## src/rtl/bp_pkg.sv

```systemverilog
package bp_pkg;

    typedef enum logic [1:0] {
        CTR_STRONG_NT = 2'b00,
        CTR_WEAK_NT   = 2'b01,
        CTR_WEAK_T    = 2'b10,
        CTR_STRONG_T  = 2'b11
    } ctr_e;

    localparam ctr_e CTR_RESET = CTR_WEAK_NT;

    // One saturating step toward the resolved direction.
    function automatic ctr_e ctr_step(ctr_e cur, logic taken);
        ctr_e nxt;
        if (taken) begin
            nxt = (cur == CTR_STRONG_T) ? CTR_STRONG_T : ctr_e'(cur + 2'd1);
        end else begin
            nxt = (cur == CTR_STRONG_NT) ? CTR_STRONG_NT : ctr_e'(cur - 2'd1);
        end
        return nxt;
    endfunction

    function automatic logic ctr_dir(ctr_e cur);
        return cur[1];
    endfunction

endpackage

```

## src/rtl/bp_update_route.sv

```systemverilog
module bp_update_route #(
    parameter int SLOTS  = 4,
    parameter int SLOT_W = 2
) (
    input  logic              upd_valid,
    input  logic [SLOT_W-1:0] upd_slot,
    output logic [SLOTS-1:0]  bank_we
);
    always_comb begin
        bank_we = '0;
        if (upd_valid) begin
            bank_we[upd_slot] = 1'b1;
        end
    end
endmodule

```

## src/rtl/bp_counter_bank.sv

```systemverilog
module bp_counter_bank
    import bp_pkg::*;
#(
    parameter int IDX_W = 6
) (
    input  logic             clk,
    input  logic             rst,
    input  logic [IDX_W-1:0] rd_idx,
    output logic             rd_dir,
    input  logic             wr_en,
    input  logic [IDX_W-1:0] wr_idx,
    input  logic             wr_taken
);
    localparam int DEPTH = 1 << IDX_W;

    ctr_e ctr_q [DEPTH];

    // Read and write share the edge; the read sees the pre-update value.
    always_ff @(posedge clk) begin
        if (rst) begin
            for (int i = 0; i < DEPTH; i++) begin
                ctr_q[i] <= CTR_RESET;
            end
            rd_dir <= 1'b0;
        end else begin
            rd_dir <= ctr_dir(ctr_q[rd_idx]);
            if (wr_en) begin
                ctr_q[wr_idx] <= ctr_step(ctr_q[wr_idx], wr_taken);
            end
        end
    end
endmodule

```

## src/rtl/bp_slot_predictor.sv

```systemverilog
module bp_slot_predictor
    import bp_pkg::*;
#(
    parameter int SLOTS = 4,
    parameter int IDX_W = 6
) (
    input  logic                          clk,
    input  logic                          rst,
    input  logic [IDX_W-1:0]              fetch_line,
    input  logic                          upd_valid,
    input  logic [$clog2(SLOTS)+IDX_W-1:0] upd_pc,
    input  logic                          upd_taken,
    output logic [SLOTS-1:0]              pred_taken
);
    localparam int SLOT_W = $clog2(SLOTS);

    logic [SLOT_W-1:0] upd_slot;
    logic [IDX_W-1:0]  upd_line;
    logic [SLOTS-1:0]  bank_we;

    assign upd_slot = upd_pc[SLOT_W-1:0];
    assign upd_line = upd_pc[SLOT_W +: IDX_W];

    bp_update_route #(
        .SLOTS  (SLOTS),
        .SLOT_W (SLOT_W)
    ) i_route (
        .upd_valid (upd_valid),
        .upd_slot  (upd_slot),
        .bank_we   (bank_we)
    );

    for (genvar s = 0; s < SLOTS; s++) begin : g_bank
        bp_counter_bank #(
            .IDX_W (IDX_W)
        ) i_bank (
            .clk      (clk),
            .rst      (rst),
            .rd_idx   (fetch_line),
            .rd_dir   (pred_taken[s]),
            .wr_en    (bank_we[s]),
            .wr_idx   (upd_line),
            .wr_taken (upd_taken)
        );
    end
endmodule

```

## config.mk

```make
export PLATFORM = sky130hd
export DESIGN_NAME = bp_slot_predictor
export DESIGN_NICKNAME = d
export VERILOG_FILES = /design/src/rtl/bp_pkg.sv /design/src/rtl/bp_update_route.sv /design/src/rtl/bp_counter_bank.sv /design/src/rtl/bp_slot_predictor.sv
export SDC_FILE = /design/constraint.sdc
export NUM_CORES = 1
export LEC_CHECK = 0
export BUFFER_PORTS_ARGS = -buffer_cell sky130_fd_sc_hd__buf_2
export CAP_MARGIN = 20
export CORE_MARGIN = 3
export CORE_UTILIZATION = 58
export CTS_CLUSTER_SIZE = 12
export DETAILED_ROUTE_END_ITERATION = 12
export PLACE_DENSITY = 0.75
export SLEW_MARGIN = 15
export SYNTH_ARGS = -nofsm -noshare
export SYNTH_HDL_FRONTEND = slang
export SYNTH_SLANG_ARGS = --single-unit
```

## constraint.sdc

```tcl
create_clock -name clk -period 3.01 [get_ports clk]
set_input_delay 0.602 -clock clk [delete_from_list [all_inputs] [get_ports clk]]
set_output_delay 0.602 -clock clk [all_outputs]
set_load 0.01 [all_outputs]
```

## Word level (Yosys, flattened, before mapping)

Memory sizes are Yosys's and may differ from the RTL's. A register that Yosys moved wholly into a read port is not among the register bits.
Index checks and enable logic that the tools add are counted.

- Add/subtract/negate cells: 8
- $lt $le $gt $ge: 2
- Eq/ne operators: 4
- Multiplexer cells: 49
- Reduce and logical (&&, ||, !) cells: 9

Operators by type and width:

| kind | number |
|---|---|
| 2-bit two-way mux | 24 |
| 6-bit two-way mux | 4 |
| 1-bit two-way mux | 19 |
| 2-bit by 1-bit adder with 2-bit output, second input constant | 4 |
| 2-bit equality test, second input constant | 4 |
| 2-bit logical NOT | 4 |
| 2-bit OR reduction | 4 |
| 2-bit by 1-bit subtractor with 2-bit output, second input constant | 4 |
| 4-bit two-way mux | 1 |
| 2-bit by 3-bit < comparator with 1-bit output, second input constant | 1 |
| 1-bit demux with 2-bit select | 1 |
| 2-bit by 1-bit greater-or-equal comparator with 1-bit output, second input constant | 1 |
| 1-bit logical AND | 1 |

- Bits in registers: 0
- Bits in writable memories: 512
- Input port bits: 18
- Output and inout bits: 4
- Logic and storage cells: 76
- Memories kept: 4

Memories:

| name | words | bits a word | read ports | clocked after Yosys merged registers in | write ports | line | text |
|---|---|---|---|---|---|---|---|
| g_bank[0].i_bank.ctr_q | 64 | 2 | 2 | 1 | 64 | bp_counter_bank.sv:16 | `ctr_e ctr_q [DEPTH];` |
| g_bank[1].i_bank.ctr_q | 64 | 2 | 2 | 1 | 64 | bp_counter_bank.sv:16 |  |
| g_bank[2].i_bank.ctr_q | 64 | 2 | 2 | 1 | 64 | bp_counter_bank.sv:16 |  |
| g_bank[3].i_bank.ctr_q | 64 | 2 | 2 | 1 | 64 | bp_counter_bank.sv:16 |  |

## Longest topological paths before layout

- Depth in word-level cells: 10
- Gate-level depth with buffers: 14
- Depth with buffers taken out: 8

## Cells and area by module

A second synthesis with hierarchy kept.

- Cell total of the unflattened synthesis: 2512
- Area total of the unflattened synthesis: 29470.8 um2

Modules (own cells, without submodules):

| module | times used | cells each | area each (um2) | sequential area each (um2) |
|---|---|---|---|---|
| bp_counter_bank | 4 | 627 | 7358.3 | 3863.7 |
| bp_update_route | 1 | 4 | 37.5 | 0.0 |

## Least setup slack after synthesis

Ideal clock, no wire load.

- Kind: in2reg
- From: input fetch_line[0]
- To: register g_bank[0].i_bank.rd_dir (read register of g_bank[0].i_bank.ctr_q)
- Library setup time: 0.128 ns
- Data arrival time: 3.112 ns
- Data required time: 2.882 ns
- Slack: -0.231 ns
- Stages on the path: 6
- Path buffers: 2
- Cell sequence: clkbuf_1 buf_1 mux4_2 mux4_2 mux4_2 nor2b_1

RTL lines:

| what | line | text |
|---|---|---|
| from (decl) | bp_slot_predictor.sv:9 | `input logic [IDX_W-1:0] fetch_line,` |
| to (decl) | bp_counter_bank.sv:9 | `output logic rd_dir,` |

==> impl_metrics.env <==
export IMPL_status="finished clean"
export IMPL_synth_seq_area_share=0.550
export IMPL_leakagePower_nw=11.0
export IMPL_worst_hold_startpoint="upd_pc[0]"
export IMPL_synthArstFlopShare=0
export IMPL_synth_top_area_frac=0.547
export IMPL_initial_utilization=0.588
export IMPL_cp_required_ps=3340
export IMPL_layout_drive_gt1_share=0.239
export IMPL_grt_pass1_vias=22700
export IMPL_die_area_um2=51100
export IMPL_tightest_slew_ps=978
export IMPL_clkSinkCount=516
export IMPL_rows=80
export IMPL_end_kind="flop"
export IMPL_setup_viol=0
export IMPL_chipHeight_um=226
export IMPL_synth_top_flop_cell="edfxtp_1"
export IMPL_finalClockSkew_ps=14.5
export IMPL_drtIter0Drc=4305
export IMPL_hpwl_um=68700
export IMPL_ys_top_cells_by_area="edfxtp_1 55%, mux4_2 8.7%, a21o_1 5.4%"
export IMPL_cp_start_kind="primary input"
export IMPL_max_freq_mhz=342
export IMPL_overflow=0
export IMPL_worstReg2RegEnd="g_bank[3].i_bank.ctr_q[36][1]$_SDFFCE_PN0P_"
export IMPL_r2r_start="g_bank[3].i_bank.ctr_q[54][0]$_SDFFCE_PN1P_"
export IMPL_wl_per_cell_um=33.4
export IMPL_yosysMostFrequentCell="edfxtp_1"
export IMPL_firstDrtPassIters=7
export IMPL_die_w_um=226
export IMPL_power_density_nw_per_um2=527
export IMPL_h_tree_depth=2
export IMPL_path_buf_inv=5
export IMPL_power_w=0.0171
export IMPL_synth_avg_cell_area_um2=12.1
export IMPL_yosysTopAreaCell="edfxtp_1"
export IMPL_coreArea_um2=47800
export IMPL_regToRegSetupSlack_ps=200
export IMPL_viasPerCell=7.65
export IMPL_hold_violations=0
export IMPL_grt_max_degree=78
export IMPL_arrival_ps=3260
export IMPL_cp_common_cell="buf_12"
export IMPL_grt_usage=0.398
export IMPL_portBuffers=21
export IMPL_synth_commonest_cells="512 x edfxtp_1, 222 x nand3_1, 221 x nor3_1, 203 x a21o_1, 183 x clkbuf_1"
export IMPL_synth_edff_count=512
export IMPL_critical_path_top_delay_family="simple AND/OR/NAND/NOR gates"
export IMPL_slowest_delay_ps=610
export IMPL_maxCapViolCount=0
export IMPL_max_slew_margin=0.348
export IMPL_vias=23400
export IMPL_slowest_stage="nor2_1"
export IMPL_cts_buffers=53
export IMPL_path_clk_slew_ps=60
export IMPL_hold_path_class="primary input to flop"
export IMPL_drv_slew=0
export IMPL_period_share=0.972
export IMPL_fin_crit_ps=2930
export IMPL_grt_setup_unrepaired="no"
export IMPL_crit_fanout=23
export IMPL_gp_congestion=1.02
export IMPL_cts_root_buffer="clkbuf_16"
export IMPL_syn_num_nets=2333
export IMPL_netlist_instances=2315
export IMPL_final_nets=2425
export IMPL_hold_ws_ps=596
export IMPL_synth_area_um2=28100
export IMPL_routed_wl_um=102000
export IMPL_hold_end="g_bank[0].i_bank.ctr_q[8][0]$_SDFFCE_PN1P_"
export IMPL_holdPathStages=4
export IMPL_cp_cell_sequence="buf_4 > buf_12 > nor2_1 > buf_4 > a22oi_1 > o21ai_0 > o21ai_0 > and4bb_1 > nor2b_1 > o21ai_4 > buf_12 > buf_12 > nand4_1"
export IMPL_antenna_found_initial=1
export IMPL_drc=0
export IMPL_ir_drop_mv=0.420
export IMPL_critical_path_class="primary input to flop"
export IMPL_ant_nets=0
export IMPL_tritoncts="yes"
export IMPL_clock_latency_ps=620
export IMPL_final_area_um2=32400
export IMPL_synth_seq_cells=516
export IMPL_top_level_ports=22
export IMPL_ys_types=69
export IMPL_yosys_warnings=0
export IMPL_ctsLongestPathBuffers=3
export IMPL_placed_area_um2=30700
export IMPL_grt_pass1_wl_um=148000
export IMPL_area_growth_syn_to_layout_pct=15.4
export IMPL_worstRegToRegCells=10
logic make-up after synthesis:
group | count (synthesis) | synth area share
buf+inv | 320 | 0.0551
mux | 201 | 0.120
fa+ha+maj | 6 | 0.00227
simple gates | 751 | 0.135
flops | 516 | 0.550
compound gates | 521 | 0.137
area by class of cell:
cell class | instances | area (um2)
fillers | 3431 | 15400
repair buffers | 352 | 3360
diodes | 1 | 2.50
multi-input cells | 1479 | 11200
flip-flops and latches | 516 | 15500
inverters | 5 | 18.8
clock inverters | 14 | 96.3
well taps | 615 | 769
clock buffers | 78 | 1500
tightest hold or removal path: stages:
cell	delay (ps)
buf_2	120
nor3_1	60
buf_4	190
nand3_1	110
registers in the layout, summed over array words and instances, names as in the netlist:
register / cells
g_bank.i_bank.ctr_q: 512
g_bank.i_bank.rd_dir: 4
routing by layer:
layer  share of wire  vias up  GRT usage  wire [um]
li1                -     9344          -          -
met1            0.33    11100      0.518      33700
met2            0.43     2444      0.589      43900
met3            0.17      540      0.128      16900
met4           0.075        0      0.232       7690
met5               0        -          0          0
worst max-delay path by stage:
| stage | to | slack, ps | start | cells after the start |
|---|---|---|---|---|
| 3_5_place_dp | g_bank[0].i_bank.ctr_q[2][1]$_SDFFCE_PN0P_ | -590 | upd_pc[3] | 12 |
| 4_1_cts | g_bank[0].i_bank.ctr_q[12][1]$_SDFFCE_PN0P_ | 100 | upd_pc[3] | 12 |
| 2_1_floorplan | g_bank[1].i_bank.ctr_q[8][0]$_SDFFCE_PN1P_ | -2 | upd_pc[3] | 13 |
| 3_3_place_gp | g_bank[2].i_bank.ctr_q[57][0]$_SDFFCE_PN1P_ | -430 | upd_pc[3] | 12 |
| 6_report | g_bank[1].i_bank.ctr_q[58][0]$_SDFFCE_PN1P_ | 80 | upd_pc[3] | 13 |
| 5_1_grt | g_bank[1].i_bank.ctr_q[58][0]$_SDFFCE_PN1P_ | 8 | upd_pc[4] | 13 |
cell usage in the layout, fill, tap and decap left out, types with 6 or more instances in the layout:
master	count
nand2_1	92
nor2_1	67
clkinv_2	6
a21oi_1	32
a22o_1	22
nand4_1	36
o2bb2ai_1	6
nand3_1	222
and2_1	6
o21bai_1	52
buf_12	57
o22ai_1	31
buf_2	16
nor2b_1	8
buf_4	275
clkbuf_1	19
o21ai_0	15
mux2i_1	74
nand2b_1	6
a31oi_1	9
nand3b_1	8
edfxtp_1	512
mux4_2	108
nor4_1	43
a21o_1	203
a22oi_1	60
o21ai_1	12
mux2_1	6
mux2_2	13
nor3_1	219
o221ai_1	9
clkbuf_16	57
maj3_2	6
a221oi_1	31
per-stage QoR:
| stage | TNS, ps | utilization | instances | setup slack [ps] |
|---|---|---|---|---|
| global route | 0 | 0.678 | 3059 | 7.88 |
| global placement | -175760 | 0.642 | 2962 | -427 |
| CTS | 0 | 0.675 | 3054 | 96.5 |
| floorplan | -18.7 | - | 2315 | -2.11 |
| finish | 0 | 0.678 | 3060 | 83.0 |
| detailed placement | -203960 | 0.642 | 2962 | -593 |
report_power, final:
part | leakage, nW | switching [W] | internal, W
Clock | 0.783 | 0.00280 | 0.00351
Combinational | 5.63 | 0.00164 | 0.00100
Sequential | 4.57 | 0.000104 | 0.00804
Total | 11.0 | 0.00455 | 0.0126
what timing repair did:
item	CTS	global route
pin swaps	0	2
cloned	0	2
setup buffers	0	3
resized for setup	1	4
setup endpoints to repair	23	123
hold buffers	0	0
(Power assumes the default switching activity.)
